File: config.mk
export PLATFORM = sky130hd
export DESIGN_NAME = smm_sreset_ctrl
export DESIGN_NICKNAME = d
export VERILOG_FILES = /design/src/rtl/smm_ctrl_pkg.sv /design/src/rtl/smm_edge_sync.sv /design/src/rtl/smm_boundary_arb.sv /design/src/rtl/smm_keep_cfg.sv /design/src/rtl/smm_sreset_ctrl.sv
export SDC_FILE = /design/constraint.sdc
export NUM_CORES = 1
export LEC_CHECK = 0
export ABC_AREA = 0
export BUFFER_PORTS_ARGS = -buffer_cell sky130_fd_sc_hd__buf_2
export CORE_MARGIN = 4
export CORE_UTILIZATION = 44
export CTS_CLUSTER_DIAMETER = 200
export DETAILED_ROUTE_END_ITERATION = 8
export PLACE_DENSITY = 0.86
export SYNTH_ARGS = -nofsm -noshare
export SYNTH_HDL_FRONTEND = slang
export SYNTH_SLANG_ARGS = --single-unit
File: constraint.sdc
create_clock -name clk_i -period 1.2 [get_ports clk_i]
set_input_delay 0.12 -clock clk_i [delete_from_list [all_inputs] [get_ports clk_i]]
set_output_delay 0.12 -clock clk_i [all_outputs]
set_load 0.01 [all_outputs]
File: src/rtl/smm_ctrl_pkg.sv
`timescale 1ns/1ps
package smm_ctrl_pkg;
    localparam int FPU_W  = 8;
    localparam int BASE_W = 32;
    localparam logic [BASE_W-1:0] BASE_RST = 32'h0003_0000;

    // request source indices
    localparam int NSRC     = 2;
    localparam int IDX_SMI  = 0;
    localparam int IDX_SRST = 1;

    // preserved state, bit 0 = cache disable, bit 1 = no write-through
    typedef struct packed {
        logic [BASE_W-1:0] base;
        logic [FPU_W-1:0]  fpu;
        logic              nowt;
        logic              cdis;
    } keep_cfg_t;

    localparam int CFG_W = $bits(keep_cfg_t);

    typedef struct packed {
        logic mode;
        logic save;
        logic srst;
    } core_t;
endpackage

File: src/rtl/smm_edge_sync.sv
`timescale 1ns/1ps
module smm_edge_sync #(
    parameter int W      = 2,
    parameter int STAGES = 2
) (
    input  logic         clk_i,
    input  logic         rst_i,
    input  logic [W-1:0] async_i,
    output logic [W-1:0] rise_o
);
    // STAGES synchroniser flops plus one history flop for edge detection
    logic [STAGES:0][W-1:0] pipe_d, pipe_q;

    always_comb begin
        pipe_d    = pipe_q;
        pipe_d[0] = async_i;
        for (int k = 1; k <= STAGES; k++) begin
            pipe_d[k] = pipe_q[k-1];
        end
        if (rst_i) begin
            pipe_d = '0;
        end
    end

    always_ff @(posedge clk_i) begin
        pipe_q <= pipe_d;
    end

    assign rise_o = pipe_q[STAGES-1] & ~pipe_q[STAGES];
endmodule

File: src/rtl/smm_boundary_arb.sv
`timescale 1ns/1ps
module smm_boundary_arb
    import smm_ctrl_pkg::*;
(
    input  logic            clk_i,
    input  logic            rst_i,
    input  logic [NSRC-1:0] rise_i,
    input  logic            bnd_i,
    input  logic            in_mode_i,
    output logic            take_smi_o,
    output logic            take_srst_o
);
    logic [NSRC-1:0] pend_d, pend_q;
    logic            take_smi, take_srst;

    always_comb begin
        // interrupt wins a shared boundary; it is held while already in the mode
        take_smi  = bnd_i & pend_q[IDX_SMI] & ~in_mode_i;
        take_srst = bnd_i & pend_q[IDX_SRST] & ~take_smi;

        pend_d           = pend_q;
        pend_d[IDX_SMI]  = (pend_q[IDX_SMI]  & ~take_smi)  | rise_i[IDX_SMI];
        pend_d[IDX_SRST] = (pend_q[IDX_SRST] & ~take_srst) | rise_i[IDX_SRST];

        if (rst_i) begin
            pend_d    = '0;
            take_smi  = 1'b0;
            take_srst = 1'b0;
        end
    end

    always_ff @(posedge clk_i) begin
        pend_q <= pend_d;
    end

    assign take_smi_o  = take_smi;
    assign take_srst_o = take_srst;
endmodule

File: src/rtl/smm_keep_cfg.sv
`timescale 1ns/1ps
module smm_keep_cfg
    import smm_ctrl_pkg::*;
#(
    parameter logic [BASE_W-1:0] BASE_DEFAULT = BASE_RST
) (
    input  logic      clk_i,
    input  logic      rst_i,
    input  logic      strap_i,
    input  logic      we_i,
    input  keep_cfg_t wdata_i,
    output keep_cfg_t cfg_o,
    output logic      wb_mode_o
);
    typedef struct packed {
        keep_cfg_t cfg;
        logic      wb;
    } keep_t;

    keep_t keep_d, keep_q;

    // no soft-reset input reaches this register at all
    always_comb begin
        keep_d = keep_q;
        if (we_i) begin
            keep_d.cfg = wdata_i;
        end
        if (rst_i) begin
            keep_d.cfg.base = BASE_DEFAULT;
            keep_d.cfg.fpu  = '0;
            keep_d.cfg.nowt = 1'b1;
            keep_d.cfg.cdis = 1'b1;
            keep_d.wb       = strap_i;
        end
    end

    always_ff @(posedge clk_i) begin
        keep_q <= keep_d;
    end

    assign cfg_o     = keep_q.cfg;
    assign wb_mode_o = keep_q.wb;
endmodule

File: src/rtl/smm_sreset_ctrl.sv
`timescale 1ns/1ps
module smm_sreset_ctrl
    import smm_ctrl_pkg::*;
#(
    parameter int                SYNC_STAGES  = 2,
    parameter logic [BASE_W-1:0] BASE_DEFAULT = BASE_RST
) (
    input  logic             clk_i,
    input  logic             hard_rst_i,
    input  logic             wb_strap_i,
    input  logic             smi_req_i,
    input  logic             soft_rst_i,
    input  logic             insn_bnd_i,
    input  logic             rsm_done_i,
    input  logic             cfg_we_i,
    input  logic [CFG_W-1:0] cfg_wdata_i,
    output logic             smm_act_n_o,
    output logic             save_req_o,
    output logic             soft_rst_seq_o,
    output logic [CFG_W-1:0] cfg_o,
    output logic             wb_mode_o
);
    logic [NSRC-1:0] async_req;
    logic [NSRC-1:0] req_rise;
    logic            srst_edge;
    logic            take_smi, take_srst;
    keep_cfg_t       cfg_wr, cfg_rd;
    core_t           core_d, core_q;

    assign async_req[IDX_SMI]  = smi_req_i;
    assign async_req[IDX_SRST] = soft_rst_i;
    assign srst_edge           = req_rise[IDX_SRST];

    smm_edge_sync #(
        .W      (NSRC),
        .STAGES (SYNC_STAGES)
    ) sync_i (
        .clk_i   (clk_i),
        .rst_i   (hard_rst_i),
        .async_i (async_req),
        .rise_o  (req_rise)
    );

    smm_boundary_arb arb_i (
        .clk_i       (clk_i),
        .rst_i       (hard_rst_i),
        .rise_i      (req_rise),
        .bnd_i       (insn_bnd_i),
        .in_mode_i   (core_q.mode),
        .take_smi_o  (take_smi),
        .take_srst_o (take_srst)
    );

    assign cfg_wr = keep_cfg_t'(cfg_wdata_i);

    smm_keep_cfg #(
        .BASE_DEFAULT (BASE_DEFAULT)
    ) keep_i (
        .clk_i     (clk_i),
        .rst_i     (hard_rst_i),
        .strap_i   (wb_strap_i),
        .we_i      (cfg_we_i),
        .wdata_i   (cfg_wr),
        .cfg_o     (cfg_rd),
        .wb_mode_o (wb_mode_o)
    );

    always_comb begin
        core_d      = core_q;
        core_d.save = take_smi;
        core_d.srst = take_srst;
        if (take_smi) begin
            core_d.mode = 1'b1;
        end else if (rsm_done_i) begin
            core_d.mode = 1'b0;
        end
        if (hard_rst_i) begin
            core_d = '0;
        end
    end

    always_ff @(posedge clk_i) begin
        core_q <= core_d;
    end

    assign smm_act_n_o    = ~core_q.mode;
    assign save_req_o     = core_q.save;
    assign soft_rst_seq_o = core_q.srst;
    assign cfg_o          = cfg_rd;
endmodule

==> metrics.yaml <==
end_kind: "output port"
cp.arrival_ps: 850
period_minus_slack_ps: 969
cts_buffer_depth: 2
syn_area_um2: 1910
grt_overflow: 0
gp_routability_congestion: 0.712
synth-xor-area-share_pct: 0
grt_start_max_net_pins: 43
drt_pass1_iterations: 4
yosysWarnings: 0
grt_pass1_wl_mm: 5.71
vias: 1427
clock-sinks: 54
fin_cells: 314
fin_nets: 314
ir_drop_v: 0.000921
drt-initial-drc-count: 39
start_kind: "register"
grt.total_usage_pct: 13.4
wl_per_cell_um: 11.6
post-dp-hpwl_mm: 2.74
comb_power_share_pct: 12.9
power_density_nw_per_um2: 1340
p_sw_w: 0.000772
max_cap_violations: 0
drive_gt1_share_pct: 39.4
postCtsSetupBuffers: 0
worstHoldPathType: "in -> reg"
cts_tree: "done"
ios: 96
syn_avg_cell_area_um2: 11.4
cp.required_ps: 1080
syn_to_final_growth_pct: 28.3
drcViolationCount: 0
crit_type: "reg -> out"
synth_area_leaders: "dfxtp_1 56%, mux2i_1 22%, nor2_1 7.7%"
fin_crit_sh_pct: 80.7
synthAdderAreaFrac_pct: 0
antenna_cells: 0
synth_cell_types: 20
worstMarginPinSlew_ps: 278
fillCellCount: 351
p_seq_share_pct: 59.0
internal_power_w: 0.00251
fin_area_um2: 2450
grt_antenna_before_repair: 0
vias_per_cell: 4.54
netlist_instances: 168
cp_max_fo: 4
yosys.area_share.simple_pct: 12.3
grt_pass1_vias: 1329
multi_input_area_um2: 688
slew_viol_final: 0
routed_wl_mm: 3.66
numPlacedInstances: 306
num_rows: 23
io_buffers: 95
hold_viol_final: 0
die_area_um2: 5460
register_area_um2: 1090
setup_violations: 0
clockPowerShare_pct: 28.1
ys_seq_area_share_pct: 57.1
cts_buffers: 5
final_util_pct: 60.0
ys_seq_elements: 54
p_sw_share_pct: 23.5
slew_headroom_pct: 81.5
placed_cell_area_um2: 2360
die_w_um: 73.9
synth_top_family_by_area: "multiplexers"
yosys.area.top_type: "dfxtp_1"
synthMuxAreaShare_pct: 22.0
fin_skew_ps: 1.34
hold-worst-slack_ps: 41.1
core_area_um2: 4090
die_h_um: 73.9
clk_pin_slew_worst_paths_ps: 80
clock_latency_ps: 290
root_buffer: "clkbuf_8"
ant_nets: 0
finalSetupTns_ps: 0
synth_compound_area_share_pct: 1.70
fmax_ghz: 1.03
start_util_pct: 46.7
rsz0062_at_grt: "no"
syn_nets: 218
leakage_nw: 1.29
status: "finished, final reports clean"
h-tree-depth: 2
yosysTopAreaCellShare_pct: 55.6
-- per-layer routing --
metal,wire length (µm),GRT usage [%],part of all wire (%),vias to the layer above
li1,-,-,-,738
met4,32,5.43,0.88,0
met3,337,3.56,9.2,4
met1,1590,16.8,43,627
met2,1700,21.6,46,58
met5,0,0,0,-
-- per-stage QoR --
step / worst slack [ps] / total power [W]
3_5_place_dp: 262 / 0.00241
3_3_place_gp: 290 / 0.00240
5_1_grt: 181 / 0.00345
6_report: 231 / 0.00329
4_1_cts: 224 / 0.00332
2_1_floorplan: 343 / 0.00224
-- flip-flops by register name, summed over array words and instances (netlist names) --
register / cells
arb_i.pend_q: 2
core_q: 1
keep_i.cfg_o: 42
keep_i.wb_mode_o: 1
save_req_o: 1
soft_rst_seq_o: 1
sync_i.pipe_q: 6
-- worst max-delay path, cell delays in order, from the launching register on --
cell and delay (ps):
dfxtp_1 360, inv_2 60, buf_2 140
-- logic make-up (layout without fill, tap and decap cells) --
kind of cell | Yosys count | after routing
and+or+nand+nor | 54 | 54
muxes | 42 | 42
DFF | 54 | 54
AOI/OAI and AO/OA | 5 | 5
buffers and inverters | 13 | 109
-- final cells by class --
cell class / instances / share of cell area (%)
timing repair buffer: 99 / 21.2
sequential: 54 / 44.5
inverter: 3 / 0.460
multi-input combinational: 101 / 28.1
tap: 50 / 2.55
clock buffer: 7 / 3.12
-- final timing paths --
check | start | end | slack, ps | cells after the start
setup / recovery | core_q[2]$_SDFFE_PP0P_ | smm_act_n_o | 230 | 2
hold / removal | cfg_wdata_i[0] | keep_i.cfg_o[0]$_SDFFE_PP1P_ | 40 | 3
setup reg to reg | core_q[2]$_SDFFE_PP0P_ | arb_i.pend_q[1]$_SDFF_PP0_ | 310 | 3
hold reg to reg | sync_i.pipe_q[1]$_SDFF_PP0_ | sync_i.pipe_q[3]$_SDFF_PP0_ | 440 | 1
-- power groups by stage --
stage / registers, W / clock network, W / logic [W]
6_report: 0.00194 / 0.000925 / 0.000425
5_1_grt: 0.00195 / 0.00102 / 0.000474
4_1_cts: 0.00194 / 0.000949 / 0.000433
3_5_place_dp: 0.00198 / 0 / 0.000431
3_3_place_gp: 0.00198 / 0 / 0.000420
2_1_floorplan: 0.00202 / 0 / 0.000217
-- cell usage in the layout, fill, tap and decap left out --
master and instances:
clkbuf_8 5, nand2b_1 1, nor2b_1 7, nand2_1 4, buf_2 95, a31oi_1 1, inv_1 2, clkbuf_1 2
nor2_1 39, mux2i_1 42, nor3b_1 2, edfxtp_1 1, dlygate4sd3_1 1, and4_1 1, a21o_1 1, o21ai_0 1
inv_2 1, buf_12 1, dfxtp_1 53, a31o_1 1, buf_4 2, a21oi_1 1
-- cells in the mapped netlist (all sizes together) --
cell / instances
a21o: 1
a21oi: 1
a31o: 1
a31oi: 1
and4: 1
buf: 10
dfxtp: 53
edfxtp: 1
inv: 3
mux2i: 42
nand2: 4
nand2b: 1
nor2: 39
nor2b: 7
nor3b: 2
o21ai: 1
-- what timing repair did --
action / 4_1_cts / 5_1_grt
gates resized for setup: 0 / 0
hold buffers: 1 / 0
hold endpoints to repair: 1 / 0
No activity file was read; power rests on OpenSTA's default activity.
